[src/rtl/pcg_pkg.sv]
package pcg_pkg;
  localparam int WORD_W   = 32;
  localparam int ID_W     = 6;
  localparam int ID_LSB   = 0;
  localparam int CMD_BIT  = 12;
  localparam int DIV_W    = 2;
  localparam int DIV_LSB  = 16;
  localparam int EN_BIT   = 28;
  localparam int MAX_SHIFT = (1 << DIV_W) - 1;
  localparam int CNT_W    = MAX_SHIFT;

  typedef logic [DIV_W-1:0] div_code_t;
  typedef logic [CNT_W-1:0] div_cnt_t;

  function automatic logic [ID_W-1:0] f_id(input logic [WORD_W-1:0] w);
    return w[ID_LSB +: ID_W];
  endfunction

  function automatic logic f_is_cmd(input logic [WORD_W-1:0] w);
    return w[CMD_BIT];
  endfunction

  function automatic div_code_t f_code(input logic [WORD_W-1:0] w);
    return w[DIV_LSB +: DIV_W];
  endfunction

  function automatic logic f_en(input logic [WORD_W-1:0] w);
    return w[EN_BIT];
  endfunction

  // Final count value of a period of 2^code cycles.
  function automatic div_cnt_t f_last(input div_code_t code);
    return div_cnt_t'((32'd1 << code) - 32'd1);
  endfunction

  function automatic logic [WORD_W-1:0] f_pack(input logic [ID_W-1:0] id,
                                               input logic en,
                                               input div_code_t code);
    logic [WORD_W-1:0] w;
    w = '0;
    w[ID_LSB +: ID_W]   = id;
    w[DIV_LSB +: DIV_W] = code;
    w[EN_BIT]           = en;
    return w;
  endfunction
endpackage

[src/rtl/pcg_regfile.sv]
module pcg_regfile
  import pcg_pkg::*;
#(
  parameter int NUM_PERIPH = 64,
  parameter int ALWAYS_ON  = 2
) (
  input  logic                        clk,
  input  logic                        rst_n,
  input  logic                        wr_en,
  input  logic [WORD_W-1:0]           wr_data,
  input  logic                        rd_en,
  output logic [WORD_W-1:0]           rd_data,
  output logic [NUM_PERIPH-1:0]       en_vec,
  output logic [NUM_PERIPH-1:0][DIV_W-1:0] code_vec
);
  logic [ID_W-1:0]       wr_id;
  logic                  wr_cmd;
  logic                  wr_en_bit;
  div_code_t             wr_code;
  logic [NUM_PERIPH-1:0] wr_hit;
  logic [ID_W-1:0]       sel_q;
  logic                  sel_en;
  div_code_t             sel_code;
  logic                  unused_wr_bits;

  assign wr_id     = f_id(wr_data);
  assign wr_cmd    = f_is_cmd(wr_data);
  assign wr_en_bit = f_en(wr_data);
  assign wr_code   = f_code(wr_data);
  assign unused_wr_bits = ^{wr_data[31:29], wr_data[27:18], wr_data[15:13], wr_data[11:6]};

  always_comb begin
    for (int i = 0; i < NUM_PERIPH; i++) begin
      wr_hit[i] = wr_en && wr_cmd && (wr_id == ID_W'(i)) && (i >= ALWAYS_ON);
    end
  end

  always_ff @(posedge clk or negedge rst_n) begin
    if (!rst_n)     sel_q <= '0;
    else if (wr_en) sel_q <= wr_id;
  end

  for (genvar g = 0; g < NUM_PERIPH; g++) begin : g_slot
    if (g < ALWAYS_ON) begin : g_pinned
      assign en_vec[g]   = 1'b1;
      assign code_vec[g] = '0;
    end else begin : g_store
      always_ff @(posedge clk or negedge rst_n) begin
        if (!rst_n) begin
          en_vec[g]   <= 1'b0;
          code_vec[g] <= '0;
        end else if (wr_hit[g]) begin
          en_vec[g]   <= wr_en_bit;
          code_vec[g] <= wr_code;
        end
      end
    end
  end

  assign sel_en   = (int'(sel_q) < NUM_PERIPH) ? en_vec[sel_q] : 1'b0;
  assign sel_code = (int'(sel_q) < NUM_PERIPH) ? code_vec[sel_q] : '0;

  always_ff @(posedge clk or negedge rst_n) begin
    if (!rst_n)     rd_data <= '0;
    else if (rd_en) rd_data <= f_pack(sel_q, sel_en, sel_code);
  end

  // a select-only write leaves every stored setting untouched
  a_r1_select_only: assert property (@(posedge clk) disable iff (!rst_n)
    (wr_en && !wr_cmd) |=> ($stable(en_vec) && $stable(code_vec)));

  // a command write to a configurable slot lands in that slot
  a_r2_cmd_store: assert property (@(posedge clk) disable iff (!rst_n)
    (wr_en && wr_cmd && int'(wr_id) >= ALWAYS_ON && int'(wr_id) < NUM_PERIPH)
      |=> (en_vec[$past(wr_id)] == $past(wr_en_bit)));

  // read data carries the selection that was current at the request
  a_r3_rd_id: assert property (@(posedge clk) disable iff (!rst_n)
    rd_en |=> (rd_data[ID_LSB +: ID_W] == $past(sel_q)));

  // pinned slots read as enabled with code 0
  a_r4_pinned_read: assert property (@(posedge clk) disable iff (!rst_n)
    (rd_en && int'(sel_q) < ALWAYS_ON) |=> (rd_data[EN_BIT] && rd_data[DIV_LSB +: DIV_W] == '0));
endmodule

[src/rtl/pcg_divider.sv]
module pcg_divider
  import pcg_pkg::*;
(
  input  logic      clk,
  input  logic      rst_n,
  input  logic      en,
  input  div_code_t req_code,
  output logic      strobe
);
  div_cnt_t  cnt_q;
  div_code_t cur_q;
  logic      run_q;
  div_code_t eff_code;
  div_cnt_t  last_cnt;
  logic      at_boundary;

  // While idle the requested code governs; once running, the latched one.
  assign eff_code    = run_q ? cur_q : req_code;
  assign last_cnt    = f_last(eff_code);
  assign at_boundary = (cnt_q == last_cnt);
  assign strobe      = en && at_boundary;

  always_ff @(posedge clk or negedge rst_n) begin
    if (!rst_n) begin
      cnt_q <= '0;
      cur_q <= '0;
      run_q <= 1'b0;
    end else if (!en) begin
      cnt_q <= '0;
      cur_q <= req_code;
      run_q <= 1'b0;
    end else begin
      run_q <= 1'b1;
      if (at_boundary) begin
        cnt_q <= '0;
        cur_q <= req_code;
      end else begin
        cnt_q <= cnt_q + 1'b1;
        if (!run_q) cur_q <= req_code;
      end
    end
  end

  // the running count never passes the end of its period
  a_r6_cnt_bound: assert property (@(posedge clk) disable iff (!rst_n)
    run_q |-> (cnt_q <= last_cnt));

  // the latched code only moves at a strobe boundary while running
  a_r8_code_held: assert property (@(posedge clk) disable iff (!rst_n)
    (en && run_q && !strobe) |=> $stable(cur_q));

  // a disabled divider starts from a cleared count
  a_r7_off_clears: assert property (@(posedge clk) disable iff (!rst_n)
    !en |=> (cnt_q == '0 && !run_q));
endmodule

[src/rtl/pclk_gate_ctrl.sv]
module pclk_gate_ctrl
  import pcg_pkg::*;
#(
  parameter int NUM_PERIPH = 64,
  parameter int ALWAYS_ON  = 2
) (
  input  logic                  clk,
  input  logic                  rst_n,
  input  logic                  wr_en,
  input  logic [31:0]           wr_data,
  input  logic                  rd_en,
  output logic [31:0]           rd_data,
  output logic [NUM_PERIPH-1:0] clk_en_out
);
  logic [NUM_PERIPH-1:0]            en_vec;
  logic [NUM_PERIPH-1:0][DIV_W-1:0] code_vec;

  pcg_regfile #(.NUM_PERIPH(NUM_PERIPH), .ALWAYS_ON(ALWAYS_ON)) u_regs (
    .clk      (clk),
    .rst_n    (rst_n),
    .wr_en    (wr_en),
    .wr_data  (wr_data),
    .rd_en    (rd_en),
    .rd_data  (rd_data),
    .en_vec   (en_vec),
    .code_vec (code_vec)
  );

  for (genvar g = 0; g < NUM_PERIPH; g++) begin : g_div
    pcg_divider u_div (
      .clk      (clk),
      .rst_n    (rst_n),
      .en       (en_vec[g]),
      .req_code (code_vec[g]),
      .strobe   (clk_en_out[g])
    );
  end

  // a disabled slot never strobes
  a_r7_quiet_when_off: assert property (@(posedge clk) disable iff (!rst_n)
    (clk_en_out & ~en_vec) == '0);
endmodule

[config.mk]
export PLATFORM = sky130hd
export DESIGN_NAME = pclk_gate_ctrl
export DESIGN_NICKNAME = d
export VERILOG_FILES = /design/src/rtl/pcg_pkg.sv /design/src/rtl/pcg_regfile.sv /design/src/rtl/pcg_divider.sv /design/src/rtl/pclk_gate_ctrl.sv
export SDC_FILE = /design/constraint.sdc
export NUM_CORES = 1
export LEC_CHECK = 0
export ABC_AREA = 1
export BUFFER_PORTS_ARGS = -buffer_cell sky130_fd_sc_hd__buf_2
export CAP_MARGIN = 20
export CORE_MARGIN = 2
export CORE_UTILIZATION = 28
export DETAILED_ROUTE_END_ITERATION = 16
export SYNTH_ARGS = -nofsm -noshare
export SYNTH_HDL_FRONTEND = slang
export SYNTH_SLANG_ARGS = --single-unit
export TNS_END_PERCENT = 50
[constraint.sdc]
create_clock -name clk -period 1.4 [get_ports clk]
set_input_delay 0.21 -clock clk [delete_from_list [all_inputs] [get_ports clk]]
set_output_delay 0.21 -clock clk [all_outputs]
set_load 0.05 [all_outputs]
* After elaboration in Yosys (flattened, before gate mapping)
Cells that the tools add are included.
** Word-level totals
- Output and inout bits :: 96
- Flip-flop bits (word level) :: 584
- Logic and storage cells :: 1143
- Bits of input ports :: 36
** Cells by class
- Order comparisons :: 1
- Equality and inequality tests :: 126
- Muxes and demuxes :: 382
- Shift-type cells :: 64
- Add/subtract/negate cells :: 128
- Reduce and logical (&&, ||, !) cells :: 125
** Operator list (number)
- two-way mux 2 bit :: 191
- two-way mux 3 bit :: 126
- adder 3 x 1 -> 3 bit, second input constant :: 64
- equality test 3 bit :: 64
- equality test 6 bit, second input constant :: 32
- left shift 1 x 2 -> 3 bit, first input constant :: 64
- subtractor 3 x 1 -> 3 bit, second input constant :: 64
- logical AND 1 bit :: 125
- equality test 6 x 5 -> 1 bit, second input constant :: 16
- two-way mux 1 bit :: 63
- equality test 6 x 4 -> 1 bit, second input constant :: 8
- equality test 6 x 3 -> 1 bit, second input constant :: 4
- binary-select mux 2 bit (select 6 bit) :: 1
- equality test 6 x 2 -> 1 bit, second input constant :: 2
- < comparator 6 x 7 -> 1 bit, second input constant :: 1
- binary-select mux 1 bit (select 6 bit) :: 1

* Depth between registers and ports, before layout
- Depth after elaboration :: 6
- Gate-level depth with buffers :: 12
- Gate-level depth less buffers :: 11

* Modules after synthesis
Synthesis repeated with hierarchy kept, for this count alone.
** Unflattened totals
- Cells, all modules :: 4038
- Area total of the unflattened synthesis :: 30613.1 sq um
** By module, submodules not included
- pcg_divider :: area an instance 322.8 sq um, instances 64, seq. area each 150.1 sq um, cells each 44
- pcg_regfile :: area an instance 9953.3 sq um, instances 1, seq. area each 5029.8 sq um, cells each 1222

* Worst setup path after synthesis
Ideal clock, no wire load.
- Path type :: register to output
- Start :: register g_div[1].u_div.run_q
- End :: output port clk_en_out[1]
- Buffers on the path :: 1
- Path slack :: -0.204 ns
- Cell stages (with the launch flop) :: 6
- Required time :: 1.190 ns
- Arrival time :: 1.394 ns
- Cell sequence :: dfrtp_1 -> nand2_1 -> nand2_1 -> xnor2_1 -> nor3b_1 -> buf_4
** On the way
- Cells in the longest elaborated chain, start to end :: 4
** RTL lines
- from (decl) :: line pcg_divider.sv:12 : logic run_q;
- from (signal assigned) :: line pcg_divider.sv:27 : run_q <= 1'b0;
- from (signal assigned) :: line pcg_divider.sv:31 : run_q <= 1'b0;
- from (signal assigned) :: line pcg_divider.sv:33 : run_q <= 1'b1;
- two-way mux 2 bit
- left shift 1 x 2 -> 3 bit :: line pcg_pkg.sv:33 : return div_cnt_t'((32'd1 << code) - 32'd1);
- subtractor 3 x 1 -> 3 bit :: line pcg_pkg.sv:33
- equality test 3 bit :: line pcg_divider.sv:20 : assign at_boundary = (cnt_q == last_cnt);
- to (decl) :: line pclk_gate_ctrl.sv:13 : output logic [NUM_PERIPH-1:0] clk_en_out
Every way passes these cells.

* Worst setup path in the final report
- Start :: register g_div[53].u_div.run_q
- End :: output port clk_en_out[53]
** On the way
- Cells in the longest elaborated chain, start to end :: 5
** RTL lines
- from (decl) :: line pcg_divider.sv:12
- from (signal assigned) :: line pcg_divider.sv:27
- from (signal assigned) :: line pcg_divider.sv:31
- from (signal assigned) :: line pcg_divider.sv:33
- two-way mux 2 bit
- left shift 1 x 2 -> 3 bit :: line pcg_pkg.sv:33
- subtractor 3 x 1 -> 3 bit :: line pcg_pkg.sv:33
- equality test 3 bit :: line pcg_divider.sv:20
- logical AND 1 bit :: line pcg_divider.sv:21 : assign strobe = en && at_boundary;
Every way passes these cells.

==> summary by stage <==
Routing
In the final routed layout, each cell accounts on average for 15.2 µm. The detailed router placed 24,900 vias in this run. The DRC violation total after the first TritonRoute iteration is 1,366. The count of TritonRoute iterations in the first routing pass is 7. For this run, design rule violations remaining after detail routing come to 0. For this block, the routed nets add up to 84,500 µm of wire. The remaining antenna violation count is 0.

The detailed-route vias per instance is 4.49.

Run status
The final reports fail on setup timing. The run finished, with violations left.

Critical path
STA puts the critical path data required time at 1.19 ns. The worst setup path is launched from a flip-flop. The worst setup path is of the reg -> out kind. In this run the worst path has a maximum fanout of 4. The nature of the critical path endpoint is an output port.

For the worst setup path, the data arrival time is 2.15 ns.

Die
The vertical die dimension is 326 µm. The floorplan has 118 rows. The number of ports placed on the die boundary is 132. The placeable core area is 0.103 mm².

The initial standard-cell utilization of the core is 28.2%. The die width is 326 µm. The die outline area is 0.106 mm².

Clocking
The clock sink count is 584. TritonCTS built the clock tree. Counting the buffers created by CTS gives 70.

Clock-pin slew was measured on the worst setup and hold paths at 0.06 ns. The tree is rooted in a sky130_fd_sc_hd__clkbuf_16. No sink is reached through more buffers than the 3 on the longest clock path.

The clock insertion delay at the later pin of the skew report is 0.65 ns. The H-tree was split into 3 levels.

Placed design
In this run the tool buffered the top-level ports with 86 buffer cells. Counting tap cells, the placed design contains a total of 5,345 instances. Detailed placement finished with a half-perimeter wire length of 59,500 µm.

The congestion estimate from routability-driven global placement came to 0.901.

Cells and area
The footprint of the flip-flops and latches is 0.0146 mm². The multi-input combinational cells in the finished layout cover a total of 0.0154 mm². The library cells used most frequently in the layout, excluding fill and tap cells, are 795 x sky130_fd_sc_hd__nand2_1, 572 x sky130_fd_sc_hd__dfrtp_1, 474 x sky130_fd_sc_hd__buf_4. Excluding fillers, the count of instances in the completed layout stands at 5,555.

The number of nets in the layout is 4,217. The most frequent standard cell in the layout excluding fill and tap cells is sky130_fd_sc_hd__nand2_1. The post-layout utilization of the core is 40.9%.

The number of fillers in the final layout is 9,916. The area growth from synthesis to layout is 45.0%. The proportion of layout cells with a drive suffix above 1 is 38.0%.

Global routing
The fraction of met2 tracks used by global routing is 25.4%. The routing layer with the top usage in global route is met2. The initial antenna violation count is 0. The via count of the first global-routing pass is 24,500.

The met1 capacity usage during global routing is 20.5%. Summed over all layers, the global routing overflow is 0. The global-route wire length before repair is 132,000 µm. Global routing consumed, over all layers together, 15.4% of the routing resources. The routing usage on met3 is 2.75%. The maximum number of pins on one net before global-route repair is 75.

Timing
On the final layout, the worst clock skew is 0.0343 ns. The smallest clock period supported by the final layout is computed as 2.36 ns. Setup repair after global routing could not meet its margin everywhere. The max-slew violation count came to 0. The worst hold slack is 0.0456 ns. The final count of hold timing violations was 0. For this run, the top clock speed supported by timing is 424 MHz.

The final-layout setup total negative slack is -64.13 ns. The count of final setup violators is 312. The final critical path takes up 168% of the cycle. In the post-route analysis, the smallest setup slack over all paths is -0.957 ns.

Synthesis
Sequential elements use 50.3% of the synthesized area. Synthesis instantiated 31 different standard cells from the library. After synthesis the netlist holds a flip-flop and latch count of 584. The total of warnings raised by yosys is 0. The average instance area after synthesis is 8.39 µm². In the synthesized netlist, the number of instances is 3,465. The cell area after technology mapping is 0.0291 mm².

Power and ir drop
The leakage power is 0.0209 µW. After layout, the design draws a total of 49,500 µW. For this design the ratio of total power to cell area is 1170 mW/mm². VDD sags by at most 0.000906 V.

Flow run
The max capacitance violation total is 0.

Worst hold path
The min-delay analysis places its worst path in the category in -> async.
## flip-flops by register name, summed over array words and instances, names as in the netlist
name / flops
u_regs.rd_data: 9
u_regs.en_vec: 62
u_regs.sel_q: 6
g_div.u_div.cnt_q: 192
u_regs.code_vec: 124
g_div.u_div.cur_q: 128
g_div.u_div.run_q: 63
## metrics by stage
stage | area, µm² | setup slack (ns)
5_1_grt | 42200 | -1.06
6_report | 42200 | -0.957
2_1_floorplan | 29500 | -0.0893
3_5_place_dp | 35600 | -0.411
3_3_place_gp | 35600 | -0.378
4_1_cts | 39700 | -0.952
## cells by family (layout without fill, tap and decap cells)
group,count (synthesis),in the layout,synth area share [%]
AO/OA/AOI/OAI,265,265,4.60
XOR/XNOR,256,256,7.71
adder cells (fa/ha/maj),64,64,2.75
buffers and inverters,441,1128,7.12
flip-flops,584,584,50.3
other,2,25,0.0258
AND/OR/NAND/NOR,1853,1853,27.5
## cell type report
class	count	area share, %
diodes	1	0.00593
clock buffers	100	4.87
clock inverters	29	0.819
inverters	296	2.66
multi-input cells	2462	36.6
flip-flops and latches	584	34.7
well taps	1380	4.09
repair buffers	703	16.3
## power by group
group,internal [µW],switching [µW]
clock network,11300,7590
logic,5220,6740
registers,17900,746
total,34400,15100
## timing repair
action	in CTS	in global routing
buffers inserted	58	60
endpoints found under the setup margin	344	429
hold buffers	10	0
hold endpoints to repair	591	0
pin swaps	124	300
resized for setup	389	636
gates cloned	2	4
## Yosys cell counts
cell	number	area (µm²)
sky130_fd_sc_hd__buf_8	2	30.0
sky130_fd_sc_hd__a21oi_1	25	125
sky130_fd_sc_hd__nand3_1	232	1160
sky130_fd_sc_hd__nor3_4	2	32.5
sky130_fd_sc_hd__nand3b_1	112	841
sky130_fd_sc_hd__buf_2	21	105
sky130_fd_sc_hd__nor2_1	271	1020
sky130_fd_sc_hd__xnor2_1	191	1670
sky130_fd_sc_hd__inv_2	4	15.0
sky130_fd_sc_hd__nor2_4	1	11.3
sky130_fd_sc_hd__clkbuf_1	28	105
sky130_fd_sc_hd__o21ai_0	160	801
sky130_fd_sc_hd__nand2_1	1185	4450
sky130_fd_sc_hd__xor2_1	65	569
sky130_fd_sc_hd__inv_1	292	1100
sky130_fd_sc_hd__o21ai_2	3	26.3
sky130_fd_sc_hd__buf_6	2	22.5
sky130_fd_sc_hd__buf_4	89	668
sky130_fd_sc_hd__nor2_2	10	62.6
sky130_fd_sc_hd__buf_1	2	7.51
sky130_fd_sc_hd__nand2_4	30	338
sky130_fd_sc_hd__nor4_4	1	21.3
sky130_fd_sc_hd__nor3_1	1	5.00
sky130_fd_sc_hd__conb_1	2	7.51
sky130_fd_sc_hd__nor3b_1	1	7.51
sky130_fd_sc_hd__nand2_2	2	12.5
sky130_fd_sc_hd__buf_12	1	20.0
sky130_fd_sc_hd__o21ai_1	77	385
sky130_fd_sc_hd__dfrtp_1	584	14600
sky130_fd_sc_hd__nand3_2	5	50.1
sky130_fd_sc_hd__ha_1	64	801
## path summary, 6_finish.rpt
kind                                            start                       end  slack (ns)  cells past startpoint
worst max-delay path            g_div[53].u_div.run_q            clk_en_out[53]       -0.96                      8
worst min-delay path                            rst_n  g_div[26].u_div.cnt_q[2]        0.05                      2
worst max register to register        u_regs.sel_q[0]        u_regs.rd_data[16]       -0.30                     10
worst min register to register      u_regs.rd_data[5]         u_regs.rd_data[5]        0.47                      2
max in group asynchronous                       rst_n      g_div[2].u_div.run_q        0.65                      3
min in group clk                          wr_data[17]       u_regs.code_vec[27]        0.07                      3
## critical path: stages, from the launching register on
cell and delay [ns]:
sky130_fd_sc_hd__dfrtp_1 0.41, sky130_fd_sc_hd__nand2_1 0.12, sky130_fd_sc_hd__nand2_4 0.09, sky130_fd_sc_hd__buf_4 0.15
sky130_fd_sc_hd__xnor2_2 0.18, sky130_fd_sc_hd__nand3b_1 0.18, sky130_fd_sc_hd__nor2_1 0.13, sky130_fd_sc_hd__buf_4 0.14
sky130_fd_sc_hd__buf_12 0.13
## per-layer routing
metal / share of wire [%] / routed length [µm]
met3: 6.0 / 5050
met4: 2.7 / 2240
met1: 44 / 36800
met2: 48 / 40400
met5: 0 / 0
No activity file was read; power rests on OpenSTA's default activity.
